## config.mk

```make
export PLATFORM = sky130hd
export DESIGN_NAME = seq_divider
export DESIGN_NICKNAME = d
export VERILOG_FILES = /design/src/rtl/div_pkg.sv /design/src/rtl/div_ctrl.sv /design/src/rtl/div_step.sv /design/src/rtl/seq_divider.sv
export SDC_FILE = /design/constraint.sdc
export NUM_CORES = 1
export LEC_CHECK = 0
export ABC_AREA = 1
export BUFFER_PORTS_ARGS = -buffer_cell sky130_fd_sc_hd__buf_2
export CAP_MARGIN = 25
export CORE_MARGIN = 5
export CORE_UTILIZATION = 45
export CTS_BUF_LIST = sky130_fd_sc_hd__clkbuf_4 sky130_fd_sc_hd__clkbuf_8
export DETAILED_ROUTE_END_ITERATION = 10
export GPL_ROUTABILITY_DRIVEN = 0
export MAX_ROUTING_LAYER = met4
export PLACE_DENSITY = 0.72
export SYNTH_ARGS = -nofsm -noshare
export SYNTH_HDL_FRONTEND = slang
export SYNTH_SLANG_ARGS = --single-unit
export TNS_END_PERCENT = 1
```

## constraint.sdc

```tcl
create_clock -name clk -period 3.6 [get_ports clk]
set_input_delay 0.18 -clock clk [delete_from_list [all_inputs] [get_ports clk]]
set_output_delay 0.18 -clock clk [all_outputs]
set_load 0.02 [all_outputs]
```

## src/rtl/div_pkg.sv

```systemverilog
package div_pkg;
  typedef enum logic [1:0] {
    ST_IDLE = 2'd0,
    ST_RUN  = 2'd1,
    ST_FIX  = 2'd2
  } div_state_e;

  typedef enum logic {
    MODE_RESTORE    = 1'b0,
    MODE_NONRESTORE = 1'b1
  } div_mode_e;
endpackage

```

## src/rtl/div_ctrl.sv

```systemverilog
module div_ctrl
  import div_pkg::*;
#(
  parameter int N = 8
) (
  input  logic clk,
  input  logic rst,
  input  logic go,
  input  logic nonrest,
  output logic busy,
  output logic step_en,
  output logic final_step,
  output logic fix_en
);
  localparam int CW = $clog2(N + 1);
  localparam logic [CW-1:0] LAST = CW'(N - 1);

  div_state_e      state;
  logic [CW-1:0]   cnt;

  always_ff @(posedge clk) begin
    if (rst) begin
      state <= ST_IDLE;
      cnt   <= '0;
    end else begin
      case (state)
        ST_IDLE: if (go) begin
          state <= ST_RUN;
          cnt   <= '0;
        end
        ST_RUN: begin
          cnt <= cnt + 1'b1;
          if (cnt == LAST) state <= nonrest ? ST_FIX : ST_IDLE;
        end
        ST_FIX:  state <= ST_IDLE;
        default: state <= ST_IDLE;
      endcase
    end
  end

  assign busy       = (state != ST_IDLE);
  assign step_en    = (state == ST_RUN);
  assign final_step = (state == ST_RUN) && (cnt == LAST);
  assign fix_en     = (state == ST_FIX);


  iter_range_chk: assert property (@(posedge clk) disable iff (rst)
    (state == ST_RUN) |-> (cnt < CW'(N)));


  fix_follows_run_chk: assert property (@(posedge clk) disable iff (rst)
    (state == ST_FIX) |=> (state == ST_IDLE));
endmodule

```

## src/rtl/div_step.sv

```systemverilog
module div_step
  import div_pkg::*;
#(
  parameter int N = 8
) (
  input  logic [N:0]   a_in,
  input  logic [N-1:0] q_in,
  input  logic [N-1:0] m_in,
  input  logic         nonrest,
  output logic [N:0]   a_out,
  output logic [N-1:0] q_out
);
  logic [N:0] shifted;
  logic [N:0] m_ext;
  logic [N:0] trial;
  logic       q_bit;

  always_comb begin
    shifted = {a_in[N-1:0], q_in[N-1]};
    m_ext   = {1'b0, m_in};
    if (nonrest) begin
      trial = a_in[N] ? (shifted + m_ext) : (shifted - m_ext);
      a_out = trial;
      q_bit = ~trial[N];
    end else begin
      trial = shifted - m_ext;
      a_out = trial[N] ? shifted : trial;
      q_bit = ~trial[N];
    end
    q_out = {q_in[N-2:0], q_bit};
  end
endmodule

```

## src/rtl/seq_divider.sv

```systemverilog
module seq_divider
  import div_pkg::*;
#(
  parameter int WIDTH = 8
) (
  input  logic             clk,
  input  logic             rst,
  input  logic             start,
  input  logic             mode,
  input  logic [WIDTH-1:0] dividend,
  input  logic [WIDTH-1:0] divisor,
  output logic             busy,
  output logic             done,
  output logic [WIDTH-1:0] quotient,
  output logic [WIDTH-1:0] remainder,
  output logic             div_zero
);
  localparam int AW = WIDTH + 1;

  logic [AW-1:0]    a_q, a_nx, a_fixed;
  logic [WIDTH-1:0] q_q, q_nx, m_q;
  div_mode_e        mode_q;
  logic             accept, zero_div, go;
  logic             step_en, final_step, fix_en;

  assign accept   = start && !busy;
  assign zero_div = (divisor == '0);
  assign go       = accept && !zero_div;
  assign a_fixed  = a_q[AW-1] ? (a_q + {1'b0, m_q}) : a_q;

  div_ctrl #(.N(WIDTH)) u_ctrl (
    .clk        (clk),
    .rst        (rst),
    .go         (go),
    .nonrest    (mode_q == MODE_NONRESTORE),
    .busy       (busy),
    .step_en    (step_en),
    .final_step (final_step),
    .fix_en     (fix_en)
  );

  div_step #(.N(WIDTH)) u_step (
    .a_in    (a_q),
    .q_in    (q_q),
    .m_in    (m_q),
    .nonrest (mode_q == MODE_NONRESTORE),
    .a_out   (a_nx),
    .q_out   (q_nx)
  );

  always_ff @(posedge clk) begin
    if (rst) begin
      a_q       <= '0;
      q_q       <= '0;
      m_q       <= '0;
      mode_q    <= MODE_RESTORE;
      done      <= 1'b0;
      quotient  <= '0;
      remainder <= '0;
      div_zero  <= 1'b0;
    end else begin
      done <= 1'b0;
      if (accept) begin
        if (zero_div) begin
          done      <= 1'b1;
          div_zero  <= 1'b1;
          quotient  <= '1;
          remainder <= dividend;
        end else begin
          a_q    <= '0;
          q_q    <= dividend;
          m_q    <= divisor;
          mode_q <= div_mode_e'(mode);
        end
      end
      if (step_en) begin
        a_q <= a_nx;
        q_q <= q_nx;
        if (final_step && mode_q == MODE_RESTORE) begin
          done      <= 1'b1;
          div_zero  <= 1'b0;
          quotient  <= q_nx;
          remainder <= a_nx[WIDTH-1:0];
        end
      end
      if (fix_en) begin
        a_q       <= a_fixed;
        done      <= 1'b1;
        div_zero  <= 1'b0;
        quotient  <= q_q;
        remainder <= a_fixed[WIDTH-1:0];
      end
    end
  end


  busy_done_excl_chk: assert property (@(posedge clk) disable iff (rst)
    !(busy && done));


  done_pulse_chk: assert property (@(posedge clk) disable iff (rst)
    done |=> (!done || $past(start)));


  result_hold_chk: assert property (@(posedge clk) disable iff (rst)
    !done |-> ($stable(quotient) && $stable(remainder) && $stable(div_zero)));


  rem_below_div_chk: assert property (@(posedge clk) disable iff (rst)
    (done && !div_zero) |-> (remainder < m_q));


  zero_ones_chk: assert property (@(posedge clk) disable iff (rst)
    (done && div_zero) |-> (&quotient));


  restore_nonneg_chk: assert property (@(posedge clk) disable iff (rst)
    (busy && mode_q == MODE_RESTORE) |-> !a_q[AW-1]);
endmodule

```

==> impl_metrics.ini <==
[sta]
slew_violations = 0
fin_crit_sh_pct = 82.7
slew_headroom_pct = 38.7
worstMarginPinSlew_ns = 0.916
setup_tns_ns = 0
timing.fmax_ghz = 0.336
skew_ns = 0.0126
hold_violations = 0
setup_violations = 0
fin_crit_ns = 2.98
rsz0062_at_grt = false

[cts]
cts_root_buf = clkbuf_8
clk_pin_slew_ns = 0.10
cts_resized = 0
cts_max_level = 2
cts_made_buffers = 5
clock-sinks = 50
hold_buffers = 0
cts_tree = done
cts_setup_buffers = 0
clockBufferDepth = 2
clock_latency_ns = 0.32

[grt]
grt_max_degree = 26
grt_pass1_wl_um = 16200
first_global_vias = 3398
antenna_found_initial = 0
overflow = 0
grt.total_usage_pct = 20.7

[critical_path]
crit_type = reg2reg
r2r-start = m_q[0]
reg2reg_depth = 19
reg2reg_slack_ns = 0.62
r2r-end = remainder[4]
crit_top_cell = nand2_1
arrival_ns = 3.24
end_kind = register
cp_cell_sequence = ha_1 > inv_1 > fa_1 > nand3_1 > nand2_1 > a21oi_2 > inv_1 > a21oi_1 > o21bai_1 > ha_1 > nor2_2 > inv_1 > o21ai_0 > inv_1 > nand2_1 > nand2_1 > nand2_1 > nand2_1 > nand2_1
startpoint_type = register
cp_top_family = adder cells
cp_slowest_cell = dfxtp_1
cpPeakStageDelay_ns = 0.42
cp_max_fo = 8
crit_required_ns = 3.86
crit_buf_inv = 4

[die]
die_height_um = 99.0
coreArea_sq_um = 7730
rows = 32
pin_count = 39
dieArea_sq_um = 9790
start_util_pct = 46.1
die_w_um = 99.0

[routing]
ant_nets = 0
drt_iter0_drc = 332
drc = 0
routed_via_density = 5.45
wire_per_inst_um = 15.1
wl_um = 9990
num_vias = 3603
dr.pass1.iters = 8

[final_layout]
antennaDiodeCount = 0
final_cell_mix = 127 x nand2_1, 64 x inv_1, 50 x dfxtp_1
layout_commonest_cell = nand2_1
final_nets = 607
syn2layout_area_growth_pct = 9.52
fillers = 784
drive_above_1_share_pct = 13.2
stdcell_area_sq_um = 3900
final_util_pct = 50.5

[synth]
syn_inst = 531
postSynthAreaPerCell_sq_um = 6.71
ys.warnings.count = 0
syn_nets = 580
synth-seq-area-share_pct = 28.1
ys_types = 36
synth-seq-cells = 50
syn-cell-area_sq_um = 3560

[worst_hold_path]
hp-start = divisor[0]
worstHoldEndpoint = m_q[0]
whs_path_depth = 3
min_path_type = in2reg

[power]
leakage_nw = 1.88
power.density_nw_per_um2 = 392
ir_drop_mv = 0.213

[place]
place_hpwl_um = 7610
dpl_cell_area_sq_um = 3780
io_buffer_count = 38

[flow_run]
cap_violations = 0

[run_status]
status = finished clean
[stage by stage]
step	setup WS [ns]	power, mW	hold slack [ns]	std cells
6_report	0.623	1.53	0.115	661
5_1_grt	0.324	1.63	0.131	661
4_1_cts	0.663	1.53	0.112	661
3_5_place_dp	0.690	1.10	0.433	653
3_3_place_gp	0.853	1.09	0.434	653
2_1_floorplan	1.03	0.991	0.315	531
[layout make-up]
type                    count  area [sq um]  share of cell area, %
clock buffers               5          68.8                   1.76
clock inverters             3          48.8                   1.25
inverters                  76           285                   7.31
multi-input cells         386          2170                   55.7
flip-flops and latches     50          1000                   25.7
well taps                 102           128                   3.27
repair buffers             39           198                   5.07
[cells by family (layout without fill, tap and decap cells)]
family	after synthesis	count (layout)	synth area share, %
xor+xnor	10	10	2.46
flops	50	50	28.1
simple gates	219	219	26.9
compound gates	128	128	20.8
fa+ha+maj	29	29	10.8
buf+inv	95	123	10.9
[how the worst max path moves through the flow]
stage | from | to | slack, ns | cells past startpoint
after floorplan | q_q[7] | a_q[1] | 1.03 | 17
after detailed placement | q_q[7] | remainder[4] | 0.69 | 20
after CTS | q_q[7] | remainder[4] | 0.66 | 20
after global placement | q_q[7] | remainder[4] | 0.85 | 20
final | m_q[0] | remainder[4] | 0.62 | 19
after global routing | m_q[0] | remainder[4] | 0.32 | 19
[registers in the layout, summed over array words and instances, names as in the netlist, 2 cells and up]
name,cells
a_q,9
m_q,8
remainder,8
quotient,8
u_ctrl.state,2
u_ctrl.cnt,4
q_q,8
[Yosys cell counts (all sizes together)]
master    n  area, sq um
nand2   130          505
inv      74          278
dfxtp    50         1000
a21oi    47          246
nor2     42          180
o21ai    41          209
nand3    36          193
ha       26          325
o22ai    14         87.6
buf      13         81.3
xor2      7         61.3
a221oi    6         52.6
clkbuf    6         22.5
nand4     5         31.3
o21bai    5         37.5
a22oi     4         30.0
a31oi     4         25.0
o211ai    4         30.0
fa        3         60.1
o31ai     3         22.5
or2       3         18.8
xnor2     3         26.3
and2      2         12.5
clkinv    2         7.51
nor3      1         16.3
[tightest hold or removal path: stages]
cell and delay (ns):
buf_2 0.09, nor2_1 0.04, nor2_1 0.08
[per-layer routing]
metal  track usage [%]  wire length (um)  part of all wire, %
met1              27.4              4480                   45
met2              33.1              4710                   47
met3              2.62               607                  6.1
met4              5.78               195                  2.0
met5                 -                 0                    0
[report_power, final]
group | switching [mW] | internal, mW | leakage, nW
clock network | 0.222 | 0.212 | 0.0563
registers | 0.0404 | 0.582 | 0.408
logic | 0.313 | 0.159 | 1.41
total | 0.576 | 0.953 | 1.88
(Power assumes the default switching activity.)
